## config.mk

```make
export PLATFORM = sky130hd
export DESIGN_NAME = crc_exec_unit
export DESIGN_NICKNAME = d
export VERILOG_FILES = /design/src/rtl/crcu_pkg.sv /design/src/rtl/crcu_rst_sync.sv /design/src/rtl/crcu_decode.sv /design/src/rtl/crcu_byte_step.sv /design/src/rtl/crcu_seq.sv /design/src/rtl/crc_exec_unit.sv
export SDC_FILE = /design/constraint.sdc
export NUM_CORES = 1
export LEC_CHECK = 0
export ABC_CLOCK_PERIOD_IN_PS = 4500
export CORE_ASPECT_RATIO = 2
export CORE_UTILIZATION = 45
export CTS_BUF_LIST = sky130_fd_sc_hd__clkbuf_4 sky130_fd_sc_hd__clkbuf_8 sky130_fd_sc_hd__clkbuf_16
export DETAILED_ROUTE_END_ITERATION = 16
export DONT_BUFFER_PORTS = 1
export GPL_ROUTABILITY_DRIVEN = 0
export PLACE_DENSITY = 0.65
export SETUP_SLACK_MARGIN = 0.3
export SYNTH_ARGS = -nofsm -noshare
export SYNTH_HDL_FRONTEND = slang
export SYNTH_SLANG_ARGS = --single-unit
```

## constraint.sdc

```tcl
create_clock -name clk -period 4.5 [get_ports clk]
set_clock_uncertainty 0.2 [all_clocks]
set_input_delay 0.9 -clock clk [delete_from_list [all_inputs] [get_ports clk]]
set_output_delay 0.9 -clock clk [all_outputs]
set_load 0.01 [all_outputs]
```

## src/rtl/crcu_pkg.sv

```systemverilog
package crcu_pkg;
  localparam int unsigned CRC_W = 32;
  localparam int unsigned IDX_W = 5;
  localparam int unsigned CNT_W = 4;

  localparam logic [31:0] OPC_PATTERN = 32'h7C00000F;
  localparam logic [31:0] OPC_MASK    = 32'hFC00FE3F;

  localparam logic [CRC_W-1:0] POLY_STD  = 32'hEDB88320;
  localparam logic [CRC_W-1:0] POLY_CAST = 32'h82F63B78;

  typedef enum logic {
    ST_IDLE = 1'b0,
    ST_RUN  = 1'b1
  } crcu_state_e;

  typedef struct packed {
    logic             legal;
    logic             cast;
    logic [CNT_W-1:0] nbytes;
    logic [IDX_W-1:0] rt;
  } crcu_dec_t;
endpackage

```

## src/rtl/crcu_rst_sync.sv

```systemverilog
module crcu_rst_sync (
  input  logic clk,
  input  logic rst_n,
  output logic rst_n_sync
);
  logic [1:0] sync_q;

  always_ff @(posedge clk or negedge rst_n) begin
    if (!rst_n) sync_q <= 2'b00;
    else        sync_q <= {sync_q[0], 1'b1};
  end

  assign rst_n_sync = sync_q[1];
endmodule

```

## src/rtl/crcu_decode.sv

```systemverilog
module crcu_decode
  import crcu_pkg::*;
#(
  parameter int unsigned XLEN = 64
) (
  input  logic [31:0] instr,
  output crcu_dec_t   dec
);
  logic       pattern_ok;
  logic [1:0] size_code;
  logic       size_ok;

  assign pattern_ok = ((instr & OPC_MASK) == OPC_PATTERN);
  assign size_code  = instr[7:6];

  generate
    if (XLEN >= 64) begin : g_wide
      assign size_ok = 1'b1;
    end else begin : g_narrow
      assign size_ok = (size_code != 2'd3);
    end
  endgenerate

  always_comb begin
    dec.legal  = pattern_ok && size_ok;
    dec.cast   = instr[8];
    dec.rt     = instr[20:16];
    dec.nbytes = CNT_W'(1) << size_code;
  end
endmodule

```

## src/rtl/crcu_byte_step.sv

```systemverilog
module crcu_byte_step
  import crcu_pkg::*;
(
  input  logic [CRC_W-1:0] acc,
  input  logic [7:0]       data,
  input  logic             cast,
  output logic [CRC_W-1:0] acc_next
);
  localparam int unsigned NBITS = 8;

  logic [CRC_W-1:0] poly;
  logic [CRC_W-1:0] stage [0:NBITS];

  assign poly     = cast ? POLY_CAST : POLY_STD;
  assign stage[0] = acc ^ {{(CRC_W-8){1'b0}}, data};

  genvar gi;
  generate
    for (gi = 0; gi < NBITS; gi++) begin : g_bit
      assign stage[gi+1] = stage[gi][0] ? ((stage[gi] >> 1) ^ poly)
                                        : (stage[gi] >> 1);
    end
  endgenerate

  assign acc_next = stage[NBITS];
endmodule

```

## src/rtl/crcu_seq.sv

```systemverilog
module crcu_seq
  import crcu_pkg::*;
#(
  parameter int unsigned XLEN = 64
) (
  input  logic             clk,
  input  logic             rst_n,
  input  logic             valid,
  input  crcu_dec_t        dec,
  input  logic [CRC_W-1:0] acc_in,
  input  logic [XLEN-1:0]  operand,
  input  logic [CRC_W-1:0] step_out,
  output logic [CRC_W-1:0] acc_q,
  output logic [7:0]       step_byte,
  output logic             cast_q,
  output logic [IDX_W-1:0] rd_q,
  output logic             done_q,
  output logic             ill_q,
  output logic             busy
);
  crcu_state_e      state_q, state_d;
  logic [CNT_W-1:0] cnt_q, cnt_d;
  logic [XLEN-1:0]  opnd_q, opnd_d;
  logic [CRC_W-1:0] acc_d;
  logic [IDX_W-1:0] rd_d;
  logic             cast_d, done_d, ill_d;
  logic             accept, last;

  assign busy      = (state_q == ST_RUN);
  assign accept    = valid && !busy;
  assign last      = (cnt_q == CNT_W'(1));
  assign step_byte = opnd_q[7:0];

  always_comb begin
    state_d = state_q;
    cnt_d   = cnt_q;
    opnd_d  = opnd_q;
    acc_d   = acc_q;
    rd_d    = rd_q;
    cast_d  = cast_q;
    done_d  = 1'b0;
    ill_d   = 1'b0;
    if (accept) begin
      acc_d = acc_in;
      rd_d  = dec.rt;
      if (dec.legal) begin
        state_d = ST_RUN;
        cnt_d   = dec.nbytes;
        opnd_d  = operand;
        cast_d  = dec.cast;
      end else begin
        ill_d  = 1'b1;
        done_d = 1'b1;
      end
    end else if (busy) begin
      acc_d  = step_out;
      opnd_d = opnd_q >> 8;
      cnt_d  = cnt_q - CNT_W'(1);
      if (last) begin
        state_d = ST_IDLE;
        done_d  = 1'b1;
      end
    end
  end

  always_ff @(posedge clk or negedge rst_n) begin
    if (!rst_n) begin
      state_q <= ST_IDLE;
      cnt_q   <= '0;
      opnd_q  <= '0;
      acc_q   <= '0;
      rd_q    <= '0;
      cast_q  <= 1'b0;
      done_q  <= 1'b0;
      ill_q   <= 1'b0;
    end else begin
      state_q <= state_d;
      cnt_q   <= cnt_d;
      opnd_q  <= opnd_d;
      acc_q   <= acc_d;
      rd_q    <= rd_d;
      cast_q  <= cast_d;
      done_q  <= done_d;
      ill_q   <= ill_d;
    end
  end

  // The illegal flag never appears without done.
  assert_illegal_has_done_R1: assert property (@(posedge clk) disable iff (!rst_n)
    ill_q |-> done_q);

  // A rejected word returns the accumulator it arrived with.
  assert_illegal_keeps_acc_R1: assert property (@(posedge clk) disable iff (!rst_n)
    ill_q |-> (acc_q == $past(acc_in)));

  // The destination index does not move while bytes are being folded in.
  assert_rd_stable_R2: assert property (@(posedge clk) disable iff (!rst_n)
    (busy && $past(busy)) |-> $stable(rd_q));

  // A legal completion comes only out of a running operation.
  assert_done_after_run_R6: assert property (@(posedge clk) disable iff (!rst_n)
    (done_q && !ill_q) |-> $past(busy));

  // A strobe during a run cannot raise the illegal flag.
  assert_busy_strobe_ignored_R8: assert property (@(posedge clk) disable iff (!rst_n)
    (busy && valid) |=> !ill_q);

  // A strobe while idle always starts something.
  assert_idle_accepts_R9: assert property (@(posedge clk) disable iff (!rst_n)
    (!busy && valid) |=> (busy || done_q));
endmodule

```

## src/rtl/crc_exec_unit.sv

```systemverilog
module crc_exec_unit
  import crcu_pkg::*;
#(
  parameter int unsigned XLEN = 64
) (
  input  logic             clk,
  input  logic             rst_n,
  input  logic             valid_i,
  input  logic [31:0]      instr_i,
  input  logic [31:0]      acc_i,
  input  logic [XLEN-1:0]  operand_i,
  output logic [31:0]      acc_o,
  output logic [4:0]       rd_o,
  output logic             illegal_o,
  output logic             done_o
);
  logic             rst_n_sync;
  crcu_dec_t        dec;
  logic [CRC_W-1:0] acc_q, step_out;
  logic [7:0]       step_byte;
  logic             cast_q, busy;

  crcu_rst_sync u_rst (
    .clk        (clk),
    .rst_n      (rst_n),
    .rst_n_sync (rst_n_sync)
  );

  crcu_decode #(.XLEN(XLEN)) u_dec (
    .instr (instr_i),
    .dec   (dec)
  );

  crcu_byte_step u_step (
    .acc      (acc_q),
    .data     (step_byte),
    .cast     (cast_q),
    .acc_next (step_out)
  );

  crcu_seq #(.XLEN(XLEN)) u_seq (
    .clk       (clk),
    .rst_n     (rst_n_sync),
    .valid     (valid_i),
    .dec       (dec),
    .acc_in    (acc_i),
    .operand   (operand_i),
    .step_out  (step_out),
    .acc_q     (acc_q),
    .step_byte (step_byte),
    .cast_q    (cast_q),
    .rd_q      (rd_o),
    .done_q    (done_o),
    .ill_q     (illegal_o),
    .busy      (busy)
  );

  assign acc_o = acc_q;

  generate
    if (XLEN < 64) begin : g_narrow_chk
      // The eight-byte form is refused on a narrow datapath.
      assert_narrow_size3_R7: assert property (@(posedge clk) disable iff (!rst_n_sync)
        (valid_i && !busy && instr_i[7:6] == 2'd3) |=> illegal_o);
    end
  endgenerate
endmodule

```

# [Word-level counts from Yosys, hierarchy flattened]
# Cells that the tools add are included.
[word_totals] register_bits=111 in_bits=131 output_inout_bits=39 wordCells=54
[op_classes] add_sub_neg=1 n_eq_ne=3 shifts=1 mux=26 bitwise_logic=9 reduce_logical=5
[op_table] cell="two-way mux 32 bit" n=10
[op_table] cell="XOR 31 x 32 -> 32 bit" n=8
[op_table] cell="two-way mux 64 bit" n=3
[op_table] cell="XOR 32 x 8 -> 32 bit" n=1
[op_table] cell="two-way mux 31 bit" n=1
[op_table] cell="equality test 19 x 18 -> 1 bit, second input constant" n=1
[op_table] cell="two-way mux 4 bit" n=3
[op_table] cell="two-way mux 1 bit" n=9
[op_table] cell="equality test 4 x 1 -> 1 bit, second input constant" n=1
[op_table] cell="AND reduction 2 bit" n=2
[op_table] cell="<< shifter 1 x 2 -> 4 bit, first input constant" n=1
[op_table] cell="subtractor 4 x 1 -> 4 bit, second input constant" n=1
[op_table] cell="inequality test 2 bit, second input constant" n=1
[op_table] cell="nonzero test 2 bit" n=1
[op_table] cell="logical AND 1 bit" n=1
[op_table] cell="logical NOT 1 bit" n=1

# [Depth between registers and ports, before layout]
# Gate-level depths: netlist of run 1.
[logic_depth] depth_word=19 depth_mapped=9 depth_no_buf=7

# [By module]
# A second synthesis of run 1 with hierarchy kept.
[hier_totals] hier_cells=751 hier_area_um2=7000.5
[modules_own_cells] module="crcu_seq" instances=1 cells_each=551 area_each_um2=5149.9 seq_area_each_um2=2727.6
[modules_own_cells] module="crcu_byte_step" instances=1 cells_each=179 area_each_um2=1669.1 seq_area_each_um2=0.0
[modules_own_cells] module="crcu_decode" instances=1 cells_each=18 area_each_um2=127.6 seq_area_each_um2=0.0
[modules_own_cells] module="crcu_rst_sync" instances=1 cells_each=3 area_each_um2=53.8 seq_area_each_um2=50.0

# [Worst setup path after synthesis of run 1]
# Ideal clock, no wire load.
[synth_path] path_type="input to register" start="input port instr_i[5]" end="register u_seq.opnd_q[10]" setup_time_ns=0.121 arrival_time_ns=2.725 required_ns=4.179 slack_ns=1.455 stages=7 n_path_buf=2 cell_sequence="or4b_2 nor4_1 nand2_1 clkbuf_1 clkbuf_1 o22ai_1 nor2_1"
[synth_via] elab_chain_cells=3
[synth_lines] element="start, declared" line="crc_exec_unit.sv:9" rtl="input logic [31:0] instr_i,"
[synth_lines] element="equality test 19 x 18 -> 1 bit" line="crcu_decode.sv:13" rtl="assign pattern_ok = ((instr & OPC_MASK) == OPC_PATTERN);"
[synth_lines] element="inequality test 2 bit (no line)"
[synth_lines] element="AND reduction 2 bit (no line)"
[synth_lines] element="end signal, assigned" line="crcu_seq.sv:79" rtl="opnd_q <= opnd_d;"
[synth_lines] element="end, declared" line="crcu_seq.sv:23" rtl="logic [XLEN-1:0] opnd_q, opnd_d;"
# Every way passes these cells.
# A chain may end at the register's enable or synchronous reset.

# [Final worst setup path of run 1]
[layout_path] start="register u_seq.acc_q[6]" end="register u_seq.acc_q[12]"
[layout_via] elab_chain_cells=18
[layout_lines] element="start, declared" line="crcu_seq.sv:13" rtl="output logic [CRC_W-1:0] acc_q,"
[layout_lines] element="start signal, assigned" line="crcu_seq.sv:71" rtl="acc_q <= '0;"
[layout_lines] element="start signal, assigned" line="crcu_seq.sv:80" rtl="acc_q <= acc_d;"
[layout_lines] element="XOR 32 x 8 -> 32 bit (*)" line="crcu_byte_step.sv:15" rtl="assign stage[0] = acc ^ {{(CRC_W-8){1'b0}}, data};"
[layout_lines] element="XOR 31 x 32 -> 32 bit" line="crcu_byte_step.sv:20" rtl="assign stage[gi+1] = stage[gi][0] ? ((stage[gi] >> 1) ^ poly)"
[layout_lines] element="two-way mux 32 bit (*)" line="crcu_byte_step.sv:20"
[layout_lines] element="XOR 31 x 32 -> 32 bit" line="crcu_byte_step.sv:20"
[layout_lines] element="two-way mux 32 bit (*)" line="crcu_byte_step.sv:20"
[layout_lines] element="XOR 31 x 32 -> 32 bit" line="crcu_byte_step.sv:20"
[layout_lines] element="two-way mux 32 bit (*)" line="crcu_byte_step.sv:20"
[layout_lines] element="XOR 31 x 32 -> 32 bit" line="crcu_byte_step.sv:20"
[layout_lines] element="two-way mux 32 bit (*)" line="crcu_byte_step.sv:20"
[layout_lines] element="XOR 31 x 32 -> 32 bit" line="crcu_byte_step.sv:20"
[layout_lines] element="two-way mux 32 bit (*)" line="crcu_byte_step.sv:20"
[layout_lines] element="XOR 31 x 32 -> 32 bit" line="crcu_byte_step.sv:20"
[layout_lines] element="two-way mux 32 bit (*) (2 in series)" line="crcu_byte_step.sv:20"
[layout_lines] element="XOR 31 x 32 -> 32 bit" line="crcu_byte_step.sv:20"
[layout_lines] element="two-way mux 32 bit (*)" line="crcu_byte_step.sv:20"
[layout_lines] element="two-way mux 32 bit (*)" line="crcu_seq.sv:55" rtl="end else if (busy) begin"
[layout_lines] element="two-way mux 32 bit (*)" line="crcu_seq.sv:43" rtl="if (accept) begin"
# Every way passes the cells marked *; elsewhere a longest branch is shown, timed or not. The select of a mux whose other input is x is not followed.

==> flow_metrics.tcl, run 1 <==
set metrics [dict create \
    cts_buffer_depth 2 \
    cp_slowest_stage_delay_ns 0.86 \
    crit_slowest_cell "xnor2_1" \
    cap_viol_max_count 0 \
    vias 4622 \
    finalInstanceArea_sq_um 6780 \
    antenna_left 0 \
    clock_sinks 111 \
    ioPinCount 170 \
    placed_cell_area_sq_um 6480 \
    ir_drop_mv 0.226 \
    intPower_mw 1.75 \
    setup_viol 0 \
    yosysUniqueCellTypes 43 \
    drive_gt1_frac 0.0967 \
    drc 0 \
    hold_path_class "in2async" \
    routed_wirelength_mm 16.3 \
    fin_nets 769 \
    synth_edf_count 0 \
    drv_slew 0 \
    clockPowerShare 0.317 \
    placed_cells 814 \
    maxSlewHeadroom 0.279 \
    status "completed" \
    synth_cells 659 \
    crit_chain "xnor2_1, xnor2_4, xnor2_4, xnor2_1, a21oi_1, xnor2_1, a21oi_1" \
    gr-usage-all-layers 0.228 \
    cts_setup_buffers 0 \
    port_buffers 0 \
    cts_hold_buf 0 \
    timing.fmax_mhz 331 \
    cp_data_arrival_time_ns 3.05 \
    final.period_utilization 0.672 \
    cts_tree "done" \
    worstSetupStartpointType "flip-flop" \
    async_flop_share 1.00 \
    dieWidth_um 85.8 \
    leakagePower_nw 2.94 \
    worst-path-buf-inv 0 \
    tightestPinTransition_ns 1.07 \
    grt_pass1_vias 4780 \
    ys_ff_latch 111 \
    chipHeight_um 170 \
    clockRootBuffer "clkbuf_16" \
    seqPwrFrac 0.430 \
    cts-resized-gates 0 \
    ys_seq_area_frac 0.439 \
    syn_to_final_growth_pct 7.14 \
    final_cells 830 \
    initial_utilization 0.458 \
    grt_start_max_net_pins 72 \
    cp_common_cell "xnor2_1" \
    routedWlPerCell_um 19.6 \
    rsz0062_at_grt "no" \
    drt_iter0_markers 156 \
    cts-buffers-inserted 9 \
    clk_latency_ns 0.35 \
    ys.flop_type "dfrtp_1" \
    cts_max_level 3 \
    grt_first_pass_wirelength_mm 25.1 \
    die_area_sq_um 14600 \
    yosysWarnings 0 \
    core_area_sq_um 13800 \
    path_max_fanout 8 \
    crit_family "XOR/XNOR gates" \
    overflow 0 \
    p_sw_frac 0.320 \
    first_pass_iters 4 \
    netlist_area_sq_um 6330 \
    avgSynthCellArea_sq_um 9.60 \
    mostFrequentLayoutCells "nor2_1, dfrtp_1, xnor2_1" \
    end_kind "flip-flop" \
    hpwl_mm 11.9 \
    vias_per_cell 5.57 \
    worst_ep_required_time_ns 4.52 \
    crit_type "reg2reg" \
    antenna_cells 0 \
    power_density_nw_per_um2 380 \
    final_common_cell "nor2_1" \
    fp-row-count 61 \
    tns_ns 0 \
    clkTransAtPathRegs_ns 0.08 \
    hold_violations 0 \
    syn_nets 792 \
    post-route-min-period_ns 3.03 \
    power_switching_uw 824 \
    antenna_found_initial 0 \
    comb_power_share 0.253 \
]
==> layout make-up <==
type	count	area [sq um]
Clock buffer	10	239
Clock inverter	6	57.6
Fill cell	1295	7040
Inverter	4	15.0
Multi-Input combinational cell	500	3370
Sequential cell	111	2780
Tap cell	189	236
Timing Repair Buffer	10	75.1
==> cell usage after synthesis (2+ instances only) <==
| library cell | number | area, sq um |
|---|---|---|
| nor3b_1 | 2 | 15.0 |
| xor2_1 | 23 | 201 |
| and3_1 | 10 | 62.6 |
| nor2b_1 | 12 | 75.1 |
| nand2_1 | 40 | 150 |
| inv_1 | 3 | 11.3 |
| a31o_2 | 8 | 70.1 |
| a211oi_1 | 10 | 75.1 |
| buf_1 | 5 | 18.8 |
| dfrtp_1 | 111 | 2780 |
| xnor2_4 | 2 | 55.1 |
| a21oi_1 | 21 | 105 |
| a31oi_1 | 2 | 12.5 |
| nor2_1 | 121 | 454 |
| clkbuf_1 | 32 | 120 |
| buf_2 | 7 | 35.0 |
| mux2_2 | 7 | 78.8 |
| xnor2_2 | 6 | 97.6 |
| xnor3_1 | 2 | 45.0 |
| o22ai_1 | 56 | 350 |
| ha_1 | 2 | 25.0 |
| o21ai_0 | 31 | 155 |
| nor4_1 | 3 | 18.8 |
| xnor2_1 | 90 | 788 |
| nand3_1 | 2 | 10.0 |
| mux2i_1 | 34 | 340 |
==> routing by layer <==
layer	up-vias	global-route usage	routed length, um
met5	-	0	0
met4	0	0.133	882
met3	45	0.0477	658
met2	149	0.424	8990
met1	2227	0.227	5770
li1	2201	-	-
==> logic make-up after synthesis <==
kind of cell	count (synthesis)	share of synthesized area
adder cells (fa/ha/maj)	2	0.00396
AND/OR/NAND/NOR	196	0.132
multiplexers	41	0.0663
XOR/XNOR	126	0.198
flip-flops	111	0.439
other	1	0.000593
buffers and inverters	48	0.0299
AO/OA/AOI/OAI	134	0.130
==> through the flow <==
step	utilization	power (mW)	hold WS [ns]	worst slack, ns
final	0.491	2.57	0.0381	1.47
after global routing	0.491	2.68	0.00618	1.38
after CTS	0.491	2.59	0.0173	1.51
after detailed placement	0.469	1.78	0.139	1.27
after global placement	0.469	1.76	0.138	1.28
after floorplan	-	1.64	0.131	0.979
==> registers in the layout (all words and copies together), names as in the netlist <==
name / cells
u_seq.cnt_q: 4
u_seq.ill_q: 1
u_seq.acc_q: 32
u_seq.done_q: 1
u_seq.rd_q: 5
u_seq.busy: 1
u_seq.opnd_q: 64
u_seq.cast_q: 1
u_rst.sync_q: 2
==> power by group through the flow <==
| stage | Clock, mW | Sequential (mW) | Combinational (mW) |
|---|---|---|---|
| 2_1_floorplan | 0 | 1.11 | 0.527 |
| 3_3_place_gp | 0 | 1.13 | 0.637 |
| 3_5_place_dp | 0 | 1.13 | 0.647 |
| 4_1_cts | 0.835 | 1.11 | 0.651 |
| 5_1_grt | 0.866 | 1.11 | 0.696 |
| 6_report | 0.817 | 1.11 | 0.651 |
==> worst paths after layout <==
kind	start	end	slack [ns]	cells past startpoint
hold / removal	rst_n	u_rst.sync_q[1]	0.04	0
setup reg to reg	u_seq.acc_q[6]	u_seq.acc_q[12]	1.47	7
max in group asynchronous	u_rst.sync_q[1]	u_seq.opnd_q[35]	2.75	1
hold reg to reg	u_rst.sync_q[0]	u_rst.sync_q[1]	0.16	0
min in group clk	u_rst.sync_q[0]	u_rst.sync_q[1]	0.16	0
setup / recovery	u_seq.acc_q[6]	u_seq.acc_q[12]	1.47	7
Power figures use the tool's default switching activity.
==> run 2, diff against run 1 <==
Settings changed: ABC_CLOCK_PERIOD_IN_PS 4500 to 3100.
Clock period 4.5 ns to 3.1 ns, I/O delays scaled along.
==> run 2 against run 1 <==
  * Count of clock-buffer cells in the layout stayed put
  * Final cell count is 1.6% higher
  * Total power is 45% higher
  * Largest power group unchanged
  * Largest cell class unchanged
  * Global-route usage is 0.45 points higher
  * Fmax up 12%
  * Sequential power increased by 45%
  * Sequential cell count stayed put
  * Wire length barely moved
  * Critical path type unchanged
  * Register-to-register slack lost 1.1 ns
  * Hold slack better by 0.12 ns
  * Via count grew 1.2%
  * Sequential share of layout area is 1.1 points lower
==> flow_metrics.tcl, run 2 (synthesized netlist as in run 1, its figures left out) <==
set metrics [dict create \
    status "completed" \
    clockRootBuffer "clkbuf_16" \
    dieWidth_um 85.8 \
    end_kind "flip-flop" \
    antenna_found_initial 1 \
    timing.fmax_mhz 369 \
    routedWlPerCell_um 19.3 \
    timing.rr.end "u_seq.acc_q[23]" \
    grt_start_max_net_pins 64 \
    gr-usage-all-layers 0.232 \
    worstSetupStartpointType "flip-flop" \
    largest_reg_flops 64 \
    grt_first_pass_wirelength_mm 25.7 \
    routed_wirelength_mm 16.3 \
    cts_tree "done" \
    worst-path-buf-inv 0 \
    drt_iter0_markers 122 \
    crit_slowest_cell "xnor3_2" \
    cts_max_level 3 \
    ir_drop_mv 0.335 \
    worstHoldStart "u_rst.sync_q[0]" \
    overflow 0 \
    maxSlewHeadroom 0.470 \
    top_register "u_seq.opnd_q" \
    cts-buffers-inserted 9 \
    clkTransAtPathRegs_ns 0.08 \
    drv_slew 0 \
    syn_to_final_growth_pct 10.2 \
    mostFrequentLayoutCells "nor2_1, dfrtp_1, xnor2_1" \
    hold_path_class "reg2reg" \
    placed_cell_area_sq_um 6620 \
    core_area_sq_um 13800 \
    final.period_utilization 0.875 \
    power_density_nw_per_um2 537 \
    vias_per_cell 5.55 \
    num-fill-cells 1298 \
    cp_slowest_stage_delay_ns 0.59 \
    vias 4679 \
    antenna_cells 0 \
    drive_gt1_frac 0.116 \
    post-route-min-period_ns 2.71 \
    fp-row-count 61 \
    grt_pass1_vias 4965 \
    initial_utilization 0.458 \
    final_common_cell "nor2_1" \
    ioPinCount 170 \
    crit_family "XOR/XNOR gates" \
    cts_setup_buffers 0 \
    worstHoldPathCells 0 \
    crit_chain "xor2_4, xnor3_2, nand2b_4, xnor2_1, a2111oi_0, a311o_1, a41oi_1" \
    chipHeight_um 170 \
    leakagePower_nw 3.04 \
    finalInstanceArea_sq_um 6970 \
    worst_ep_required_time_ns 3.08 \
    clock_sinks 111 \
    tightestPinTransition_ns 0.795 \
    first_pass_iters 4 \
    antenna_left 0 \
    cp_data_arrival_time_ns 2.69 \
    fin_nets 782 \
    rsz0062_at_grt "no" \
    path_max_fanout 6 \
    crit_type "reg2reg" \
    hold_violations 0 \
    reg_top3 "u_seq.opnd_q: 64 flops, u_seq.acc_q: 32 flops, u_seq.rd_q: 5 flops" \
    clk_latency_ns 0.34 \
    setup_viol 0 \
    setup_slack_ns 0.389 \
    r2r-start "u_seq.opnd_q[0]" \
    cap_viol_max_count 0 \
    cts_buffer_depth 2 \
    hold_path_end "u_rst.sync_q[1]" \
    dp_slack_ns 0.275 \
    r2r_cells 7 \
    die_area_sq_um 14600 \
    hpwl_mm 12.2 \
    port_buffers 0 \
    drc 0 \
    tns_ns 0 \
    rrSetupSlack_ns 0.39 \
]
run 2: per-layer routing:
metal  wire length, um  global-route usage
met4               990               0.143
met5                 0                   0
met1              5730               0.236
met3               666              0.0375
met2              8910               0.432
run 2: report_power, final:
| part | internal, mW | switching (mW) | total (mW) |
|---|---|---|---|
| registers | 1.50 | 0.107 | 1.61 |
| logic | 0.480 | 0.495 | 0.975 |
| clock network | 0.579 | 0.582 | 1.16 |
| total | 2.56 | 1.18 | 3.74 |
run 2: area by class of cell:
class                           count  area, sq um  share of cell area
Clock buffer                       10          233              0.0334
Clock inverter                      6         62.6             0.00897
Inverter                            4         15.0             0.00215
Multi-Input combinational cell    500         3410               0.489
Sequential cell                   111         2790               0.399
Tap cell                          189          236              0.0339
Timing Repair Buffer               23          229              0.0328
run 2: worst max-delay path by stage:
stage	slack [ns]	startpoint	end	cells after the start
after floorplan	0.33	instr_i[5]	u_seq.opnd_q[10]	7
after global placement	0.31	instr_i[5]	u_seq.opnd_q[36]	6
after detailed placement	0.27	instr_i[5]	u_seq.opnd_q[36]	6
after CTS	0.31	u_seq.acc_q[0]	u_seq.acc_q[23]	7
after global routing	0.31	u_seq.opnd_q[0]	u_seq.acc_q[23]	7
final	0.39	u_seq.opnd_q[0]	u_seq.acc_q[23]	7
run 2: timing repair:
| item | in CTS | in global routing |
|---|---|---|
| resized for setup | 1 | 5 |
| hold endpoints to repair | 2 | 0 |
| hold buffers | 1 | 0 |
| cloned | 0 | 0 |
| setup endpoints to repair | 1 | 6 |
run 2: per-stage QoR:
step	util	cells	hold slack, ns	power [mW]
final	0.505	843	0.163	3.74
after global routing	0.505	843	0.184	3.92
after CTS	0.502	843	0.166	3.78
after detailed placement	0.479	826	0.124	2.60
after global placement	0.479	826	0.124	2.59
after floorplan	-	659	0.124	2.38
==> run 3, diff against run 2 <==
Settings changed: CORE_MARGIN set to 1, SKIP_LAST_GASP set to 1, TNS_END_PERCENT set to 20.
==> run 3 against run 2 <==
  * First-iteration DRC count rose by 20%
  * Sequential power barely moved
  * Critical path depth did not move
  * Worst setup slack improved by 0.010 ns
  * Final cell count did not move
  * Critical path type unchanged
  * Largest cell class unchanged
  * Largest power group unchanged
  * Highest routed layer unchanged
==> flow_metrics.tcl, run 3 (synthesized netlist as in run 1, its figures left out) <==
set metrics [dict create \
    drive_gt1_frac 0.116 \
    hold_path_class "reg2reg" \
    vias_per_cell 5.57 \
    cts_buffer_depth 2 \
    gr-usage-all-layers 0.232 \
    tns_ns 0 \
    chipHeight_um 170 \
    final_core_util 0.504 \
    routedWlPerCell_um 19.3 \
    core_area_sq_um 13800 \
    final_cells 843 \
    setup_viol 0 \
    cap_viol_max_count 0 \
    drv_slew 0 \
    end_kind "flip-flop" \
    maxSlewHeadroom 0.474 \
    tightestPinTransition_ns 0.789 \
    fin_nets 782 \
    path_max_fanout 6 \
    post-route-min-period_ns 2.70 \
    clockRootBuffer "clkbuf_16" \
    hold_slack_ns 0.163 \
    worst_ep_required_time_ns 3.09 \
    clock_sinks 111 \
    initial_utilization 0.458 \
    port_buffers 0 \
    hold_violations 0 \
    routed_wirelength_mm 16.3 \
    drc 0 \
    timing.fmax_mhz 370 \
    clk_latency_ns 0.34 \
    grt_start_max_net_pins 64 \
    status "completed" \
    mostFrequentLayoutCells "nor2_1, dfrtp_1, xnor2_1" \
    cts_max_level 3 \
    crit_type "reg2reg" \
    final.period_utilization 0.871 \
    fp-row-count 61 \
    num-fill-cells 1301 \
    final_common_cell "nor2_1" \
    largest_reg_flops 64 \
    die_area_sq_um 14600 \
    rsz0062_at_grt "yes" \
    first_pass_iters 4 \
    grt_first_pass_wirelength_mm 25.7 \
    drt_iter0_markers 147 \
    top_register "u_seq.opnd_q" \
    cp_data_arrival_time_ns 2.69 \
    placed_cells 826 \
    worstSetupStartpointType "flip-flop" \
    cts-buffers-inserted 9 \
    vias 4692 \
    reg_top3 "u_seq.opnd_q: 64 flops, u_seq.acc_q: 32 flops, u_seq.rd_q: 5 flops" \
    grt_pass1_vias 4965 \
    leakagePower_nw 3.03 \
    hpwl_mm 12.2 \
    cts_tree "done" \
    antenna_found_initial 1 \
    cts_setup_buffers 0 \
    antenna_cells 0 \
    dieWidth_um 85.8 \
    syn_to_final_growth_pct 10.0 \
    overflow 0 \
    antenna_left 0 \
    ir_drop_mv 0.335 \
    clkTransAtPathRegs_ns 0.08 \
    power_density_nw_per_um2 538 \
    ioPinCount 170 \
]
[run 3: cell counts in the layout (fill, tap and decap cells not counted)]
No cell type changed its count.
[run 3: critical path: stages, from the launching register on]
cell and delay (ns):
dfrtp_1 0.51, xor2_4 0.30, xnor3_2 0.58, nand2b_4 0.19, xnor2_1 0.13, a2111oi_0 0.40
a311o_1 0.17, a41oi_1 0.05
[run 3: metrics by stage]
stage / worst slack [ns] / instance area (sq um) / total power, mW
finish: 0.399 / 6960 / 3.74
global route: 0.293 / 6960 / 3.92
CTS: 0.307 / 6940 / 3.78
detailed placement: 0.275 / 6620 / 2.60
global placement: 0.306 / 6620 / 2.59
floorplan: 0.335 / 6330 / 2.38
[run 3: metal layers]
layer  global-route usage  vias up  part of all wire
li1                     -     2229                 -
met1                0.236     2278              0.35
met2                0.432      142              0.55
met3               0.0375       43             0.041
met4                0.143        0             0.057
met5                    0        -                 0
[run 3: timing repair]
| action | CTS | global route |
|---|---|---|
| hold buffers | 1 | 0 |
| endpoints found under the hold margin | 2 | 0 |
| setup endpoints to repair | 1 | 6 |
| resized for setup | 1 | 4 |
[run 3: cell type report]
| cell class | instances | area (sq um) | area share |
|---|---|---|---|
| multi-input cells | 500 | 3400 | 0.488 |
| clock buffers | 10 | 233 | 0.0334 |
| clock inverters | 6 | 62.6 | 0.00899 |
| flip-flops and latches | 111 | 2790 | 0.400 |
| inverters | 4 | 15.0 | 0.00216 |
| well taps | 189 | 236 | 0.0340 |
| repair buffers | 23 | 229 | 0.0329 |
[run 3: where the power goes]
part           internal, mW  switching, mW
registers              1.50          0.107
clock network         0.579          0.585
logic                 0.477          0.495
total                  2.56           1.19
[run 3: worst paths after layout]
path	start	endpoint	slack (ns)	cells past startpoint
max	u_seq.opnd_q[0]	u_seq.acc_q[23]	0.40	7
min	u_rst.sync_q[0]	u_rst.sync_q[1]	0.16	0
max reg2reg	u_seq.opnd_q[0]	u_seq.acc_q[23]	0.40	7
min reg2reg	u_rst.sync_q[0]	u_rst.sync_q[1]	0.16	0
max in group asynchronous	u_rst.sync_q[1]	u_seq.acc_q[17]	1.73	1
min in group asynchronous	u_rst.sync_q[1]	u_seq.opnd_q[51]	0.22	0
